File: config.mk
export PLATFORM = sky130hd
export DESIGN_NAME = por_seq_gate
export DESIGN_NICKNAME = d
export VERILOG_FILES = /design/src/rtl/por_seq_pkg.sv /design/src/rtl/por_sync_chain.sv /design/src/rtl/por_window_counter.sv /design/src/rtl/por_seq_gate.sv
export SDC_FILE = /design/constraint.sdc
export NUM_CORES = 1
export LEC_CHECK = 0
export BUFFER_PORTS_ARGS = -buffer_cell sky130_fd_sc_hd__buf_4
export CAP_MARGIN = 20
export CORE_UTILIZATION = 54
export DETAILED_ROUTE_END_ITERATION = 6
export PLACE_DENSITY_LB_ADDON = 0.05
export SLEW_MARGIN = 20
export SYNTH_ARGS = -nofsm -noshare
export SYNTH_HDL_FRONTEND = slang
export SYNTH_HIERARCHICAL = 1
export SYNTH_SLANG_ARGS = --single-unit
File: constraint.sdc
create_clock -name clk -period 0.8 [get_ports clk]
set_input_delay 0.04 -clock clk [delete_from_list [all_inputs] [get_ports clk]]
set_output_delay 0.04 -clock clk [all_outputs]
set_load 0.05 [all_outputs]
File: src/rtl/por_seq_pkg.sv
package por_seq_pkg;

    typedef enum logic [1:0] {
        SEQ_HOLD   = 2'd0,
        SEQ_SETTLE = 2'd1,
        SEQ_RUN    = 2'd2,
        SEQ_SLEEP  = 2'd3
    } seq_state_t;

    function automatic int cnt_width(input int limit);
        return (limit < 2) ? 1 : $clog2(limit);
    endfunction

endpackage

File: src/rtl/por_sync_chain.sv
module por_sync_chain #(
    parameter int   STAGES  = 2,
    parameter logic RST_VAL = 1'b0
) (
    input  logic clk,
    input  logic arst_n,
    input  logic d,
    output logic q
);
    logic [STAGES-1:0] chain_q;

    generate
        for (genvar i = 0; i < STAGES; i++) begin : g_stage
            if (i == 0) begin : g_first
                always_ff @(posedge clk or negedge arst_n) begin
                    if (!arst_n) chain_q[0] <= RST_VAL;
                    else         chain_q[0] <= d;
                end
            end else begin : g_next
                always_ff @(posedge clk or negedge arst_n) begin
                    if (!arst_n) chain_q[i] <= RST_VAL;
                    else         chain_q[i] <= chain_q[i-1];
                end
            end
        end
    endgenerate

    assign q = chain_q[STAGES-1];
endmodule

File: src/rtl/por_window_counter.sv
module por_window_counter
    import por_seq_pkg::*;
#(
    parameter int LIMIT = 1024
) (
    input  logic clk,
    input  logic rst_n,
    input  logic clr,
    input  logic step,
    output logic at_last
);
    localparam int W = cnt_width(LIMIT);
    localparam logic [W-1:0] LAST = W'(LIMIT - 1);

    logic [W-1:0] cnt_q;

    always_ff @(posedge clk or negedge rst_n) begin
        if (!rst_n)                cnt_q <= '0;
        else if (clr)              cnt_q <= '0;
        else if (step && !at_last) cnt_q <= cnt_q + 1'b1;
    end

    assign at_last = (cnt_q == LAST);
endmodule

File: src/rtl/por_seq_gate.sv
module por_seq_gate
    import por_seq_pkg::*;
#(
    parameter int HOLD_CYCLES    = 1024,
    parameter int SETTLE_SAMPLES = 4480,
    parameter int SYNC_STAGES    = 2
) (
    input  logic clk,
    input  logic supply_ok,
    input  logic sleep_n,
    input  logic sample_tick,
    output logic core_rst,
    output logic data_valid,
    output logic dout_en
);
    logic       sup_rst_n;
    logic       sleep_s;
    logic       hold_last;
    logic       settle_last;
    seq_state_t state_q;
    seq_state_t state_d;

    // Supply-good: asynchronous assert, synchronous release
    por_sync_chain #(.STAGES(SYNC_STAGES), .RST_VAL(1'b0)) i_sup_sync (
        .clk    (clk),
        .arst_n (supply_ok),
        .d      (1'b1),
        .q      (sup_rst_n)
    );

    // Power-down request, idles in the "awake" value during reset
    por_sync_chain #(.STAGES(SYNC_STAGES), .RST_VAL(1'b1)) i_sleep_sync (
        .clk    (clk),
        .arst_n (sup_rst_n),
        .d      (sleep_n),
        .q      (sleep_s)
    );

    por_window_counter #(.LIMIT(HOLD_CYCLES)) i_hold_cnt (
        .clk     (clk),
        .rst_n   (sup_rst_n),
        .clr     (state_q != SEQ_HOLD),
        .step    (state_q == SEQ_HOLD),
        .at_last (hold_last)
    );

    por_window_counter #(.LIMIT(SETTLE_SAMPLES)) i_settle_cnt (
        .clk     (clk),
        .rst_n   (sup_rst_n),
        .clr     (state_q != SEQ_SETTLE),
        .step    ((state_q == SEQ_SETTLE) && sample_tick),
        .at_last (settle_last)
    );

    // State register
    always_ff @(posedge clk or negedge sup_rst_n) begin
        if (!sup_rst_n) state_q <= SEQ_HOLD;
        else            state_q <= state_d;
    end

    // Next-state logic
    always_comb begin
        state_d = state_q;
        unique case (state_q)
            SEQ_HOLD: begin
                if (!sleep_s)       state_d = SEQ_SLEEP;
                else if (hold_last) state_d = SEQ_SETTLE;
            end
            SEQ_SETTLE: begin
                if (!sleep_s)                        state_d = SEQ_SLEEP;
                else if (settle_last && sample_tick) state_d = SEQ_RUN;
            end
            SEQ_RUN: begin
                if (!sleep_s) state_d = SEQ_SLEEP;
            end
            SEQ_SLEEP: begin
                if (sleep_s) state_d = SEQ_HOLD;
            end
        endcase
    end

    // Output decode
    always_comb begin
        core_rst   = 1'b1;
        data_valid = 1'b0;
        dout_en    = 1'b1;
        unique case (state_q)
            SEQ_HOLD:   begin core_rst = 1'b1; data_valid = 1'b0; dout_en = 1'b1; end
            SEQ_SETTLE: begin core_rst = 1'b0; data_valid = 1'b0; dout_en = 1'b1; end
            SEQ_RUN:    begin core_rst = 1'b0; data_valid = 1'b1; dout_en = 1'b1; end
            SEQ_SLEEP:  begin core_rst = 1'b1; data_valid = 1'b0; dout_en = 1'b0; end
        endcase
    end

    // a synchronized power-down request turns the driver off next cycle
    p_sleep_disables_r6: assert property (@(posedge clk) disable iff (!sup_rst_n)
        !sleep_s |=> !dout_en);

    // valid only rises on the cycle after a sampled strobe
    p_valid_on_tick_r4: assert property (@(posedge clk) disable iff (!sup_rst_n)
        $rose(data_valid) |-> $past(sample_tick));

    // valid persists while no power-down is pending
    p_valid_sticky_r5: assert property (@(posedge clk) disable iff (!sup_rst_n)
        (data_valid && sleep_s) |=> data_valid);

    // reset release only after the hold counter reached its last count
    p_release_counted_r2: assert property (@(posedge clk) disable iff (!sup_rst_n)
        $fell(core_rst) |-> $past(hold_last));

    // a wake-up always begins with the core still in reset
    p_wake_in_reset_r7: assert property (@(posedge clk) disable iff (!sup_rst_n)
        $rose(sleep_s) |-> core_rst);

endmodule

==> impl_metrics.toml <==
[outcome]
outcome = "finished with violations"
violations = "negative setup slack"

[sta]
finalSetupViolCount = 28
post-route-period-util_pct = 240.4
fmaxAchievable_ghz = 0.5199
finalMaxSlewViolations = 0
hold_viol_final = 0
fin_worst_hold_slack_ns = 0.01960
grt_setup_unrepaired = "yes"
final_period_minus_worst_setup_slack_ns = 1.923
final_critical_path_setup_slack_ns = -1.123
fin_clk_skew_ns = 0.01544
fin_setup_tns_ns = -25.27

[die]
start_util_pct = 58.34
dieArea_um2 = 3281
die_extent_in_x_um = 57.28
design.core.area_um2 = 2829
top_level_ports = 7
die_boundary_height_um = 57.28
placement_rows = 19

[final_layout]
drive_gt1_share_pct = 50.64
fin_nets = 245
layout.cell_area.non_filler_um2 = 2550
diodes = 0
layout.cells.non_filler = 266
layout-area-overhead-vs-synth_pct = 54.51

[global_routing]
met2_usage_in_global_routing_pct = 52.77
grt_use_met1_pct = 38.69
number_of_global_route_vias_before_repair = 1645
antenna_found_initial = 0
groute.layer.met3.usage_pct = 5.669
grt_pass1_wl_mm = 7.624
globalRouteOverflowTotal = 0
grt_util_all_layers_pct = 30.86
grt_max_degree = 17
grt-busiest-layer = "met2"

[yosys]
post-synth-top-area-cell = "sky130_fd_sc_hd__dfrtp_1"
synth_top_cells_by_area = "sky130_fd_sc_hd__dfrtp_1 (41%), sky130_fd_sc_hd__ha_1 (5.3%), sky130_fd_sc_hd__dfstp_2 (3.2%)"
synth_sequential_area_ratio_pct = 44.12
yosys_most_used_dff = "sky130_fd_sc_hd__dfrtp_1"
synth-edff-count = 0
synth-warning-count = 6
yosys.cell_types.count = 45
post-synth-top-area-fraction_pct = 40.94
post_synth.cell_area_avg_um2 = 10.25
postSynth.asyncResetShare_pct = 100.0
synth_fp_nets = 172
number_of_standard_cells_after_synthesis = 161
synth_area_um2 = 1650
ys_seq_elements = 29

[power_and_ir_drop]
worst_case_vdd_ir_drop_mv = 1.545
power-per-cell-area_nw_per_um2 = 2485
pwr-share-clk_pct = 16.8
switching_power_uw = 2491
p_leak_uw = 0.001128
power_switching_share_pct = 39.32
power_frac_comb_pct = 56.7
sequentialPowerShare_pct = 26.5
power_uw = 6336
cell_internal_pwr_uw = 3845

[worst_setup_path]
worstReg2RegEnd = "state_q[1]"
reg2reg_slack_ns = -1.12
timing_worst_setup_path_type = "flip-flop to flip-flop"
cp_slowest_stage_delay_ns = 0.57
regToRegStartpoint = "i_settle_cnt/cnt_q[7]"
worst-path-max-fanout = 2
cp_data_required_time_ns = 1.06
worst_r2r_path_depth = 5
timing.critical_path.cells = "or4b_4 -> nor4_4 -> a21boi_1 -> o32a_1 -> mux2i_1"
worstPathArrival_ns = 2.18
critPathLaunchType = "flip-flop"
crit_path_end_kind = "flip-flop"
critPathSlowestCell = "sky130_fd_sc_hd__or4b_4"

[flow_run]
timing.max_cap.violations = 0

[min_path]
hp-class = "input port to async pin"

[clock_network]
root_buffer = "sky130_fd_sc_hd__clkbuf_4"
worst_setup_hold_path_clk_slew_ns = 0.10
clkSinkCount = 29
clock_tree_from_tritoncts = "yes"
clock_latency_ns = 0.34
cts.path.max_buffers = 2
tritoncts_buffers = 5
cts_htree_levels = 2

[place]
io_buffer_count = 6
dpl.cell_count = 246
gp_routability_congestion = 0.8711
place_hpwl_mm = 2.985
placedInstanceArea_um2 = 2220

[routing]
dr.first_iter.drc_count = 169
detail_route.vias_per_cell = 6.244
detail-route-antenna-nets = 0
vias = 1661
post_drt_wl_per_cell_um = 20.30
postRouteWirelength_mm = 5.401
drtPass1Iterations = 4
drc_errors = 0
==> layout make-up <==
class	count	area, um2
Tap cell	31	38.79
Clock buffer	7	65.06
Inverter	7	38.79
Fill cell	115	279.0
Clock inverter	1	5.005
Timing Repair Buffer	69	620.6
Sequential cell	29	732.0
Multi-Input combinational cell	122	1050
==> cells in the final DEF, fill, tap and decap left out, types with 3 or more instances in the layout <==
| cell type | Yosys | routed |
|---|---|---|
| sky130_fd_sc_hd__buf_4 | 1 | 50 |
| sky130_fd_sc_hd__dfrtp_1 | 27 | 24 |
| sky130_fd_sc_hd__nor2_1 | 12 | 12 |
| sky130_fd_sc_hd__buf_6 | 0 | 12 |
| sky130_fd_sc_hd__nand2_1 | 12 | 9 |
| sky130_fd_sc_hd__nand4_1 | 8 | 8 |
| sky130_fd_sc_hd__a21oi_1 | 10 | 7 |
| sky130_fd_sc_hd__ha_4 | 0 | 6 |
| sky130_fd_sc_hd__xor2_1 | 6 | 6 |
| sky130_fd_sc_hd__o21ai_0 | 7 | 5 |
| sky130_fd_sc_hd__clkbuf_4 | 0 | 5 |
| sky130_fd_sc_hd__nor3_1 | 7 | 5 |
| sky130_fd_sc_hd__mux2i_1 | 4 | 4 |
| sky130_fd_sc_hd__or4_4 | 0 | 4 |
| sky130_fd_sc_hd__nor2b_1 | 3 | 3 |
| sky130_fd_sc_hd__a21oi_2 | 0 | 3 |
| sky130_fd_sc_hd__or3_1 | 5 | 3 |
| sky130_fd_sc_hd__dfrtp_2 | 0 | 3 |
| sky130_fd_sc_hd__buf_12 | 0 | 3 |
==> registers in the layout, summed over array words and instances (netlist names) <==
signal                flops
i_sup_sync/chain_q        1
i_sleep_sync/q            1
i_settle_cnt/cnt_q       13
i_sleep_sync/chain_q      1
i_hold_cnt/cnt_q         10
i_sup_sync/q              1
state_q                   2
==> worst max-delay path by stage <==
stage	from	endpoint	slack (ns)
2_1_floorplan	i_settle_cnt/cnt_q[7]	state_q[0]	-1.14
3_3_place_gp	i_settle_cnt/cnt_q[7]	state_q[0]	-0.96
3_5_place_dp	i_settle_cnt/cnt_q[7]	state_q[0]	-1.03
4_1_cts	i_settle_cnt/cnt_q[7]	state_q[0]	-1.04
5_1_grt	i_settle_cnt/cnt_q[7]	state_q[0]	-1.19
6_report	i_settle_cnt/cnt_q[7]	state_q[1]	-1.12
==> critical path, delay by kind of cell (launching register included) <==
family | cells | cell delay (ns)
multiplexers | 1 | 0.20
AO/OA/AOI/OAI | 2 | 0.47
AND/OR/NAND/NOR | 2 | 0.77
flip-flops | 1 | 0.42
==> synthesized netlist by cell type (2+ instances only) <==
| cell | instances |
|---|---|
| sky130_fd_sc_hd__or4_1 | 6 |
| sky130_fd_sc_hd__nor2_1 | 12 |
| sky130_fd_sc_hd__nor3_1 | 7 |
| sky130_fd_sc_hd__nor2b_1 | 3 |
| sky130_fd_sc_hd__xnor2_1 | 2 |
| sky130_fd_sc_hd__mux2i_1 | 4 |
| sky130_fd_sc_hd__nand4_1 | 8 |
| sky130_fd_sc_hd__a211oi_1 | 2 |
| sky130_fd_sc_hd__ha_1 | 7 |
| sky130_fd_sc_hd__nand3b_1 | 2 |
| sky130_fd_sc_hd__o21ai_0 | 7 |
| sky130_fd_sc_hd__inv_1 | 7 |
| sky130_fd_sc_hd__xor2_1 | 6 |
| sky130_fd_sc_hd__o31ai_1 | 2 |
| sky130_fd_sc_hd__and2_1 | 2 |
| sky130_fd_sc_hd__nand4_2 | 2 |
| sky130_fd_sc_hd__a21oi_1 | 10 |
| sky130_fd_sc_hd__nand2_1 | 12 |
| sky130_fd_sc_hd__dfrtp_1 | 27 |
| sky130_fd_sc_hd__or3_1 | 5 |
| sky130_fd_sc_hd__and3_1 | 2 |
| sky130_fd_sc_hd__nand3_1 | 2 |
| sky130_fd_sc_hd__dfstp_2 | 2 |
==> cells by family after synthesis <==
logic type,after synthesis,share of synthesized area (%)
AND/OR/NAND/NOR,73,27.67
other,1,0.2272
XOR/XNOR,8,4.246
adder cells (fa/ha/maj),7,5.307
multiplexers,4,2.426
buffers and inverters,10,3.639
flip-flops,29,44.12
AO/OA/AOI/OAI,29,12.36
==> power by group through the flow <==
stage / combinational (uW) / sequential, uW / clock [uW]
3_5_place_dp: 2630 / 1690 / 0
6_report: 3600 / 1680 / 1060
2_1_floorplan: 1610 / 1740 / 0
3_3_place_gp: 2550 / 1670 / 0
4_1_cts: 3160 / 1660 / 1060
5_1_grt: 3760 / 1680 / 1120
==> timing repair <==
action                     in CTS  in global routing
resized for setup              22                 23
pin swaps                      16                 19
setup endpoints to repair      28                 28
hold endpoints to repair        3                  0
buffers inserted                8                  7
hold buffers                    2                  0
==> routing by layer <==
metal	vias to the layer above	wire, um	share of wire (%)
met2	76	2723	50
met4	0	202	3.7
met5	-	0	0
met3	23	295	5.5
met1	821	2179	40
li1	741	-	-
==> metrics by stage <==
step | setup WS (ns) | util (%)
5_1_grt | -1.187 | 90.14
2_1_floorplan | -1.144 | -
3_3_place_gp | -0.9627 | 78.46
6_report | -1.123 | 90.14
3_5_place_dp | -1.032 | 78.46
4_1_cts | -1.044 | 86.42
(Power assumes the default switching activity.)
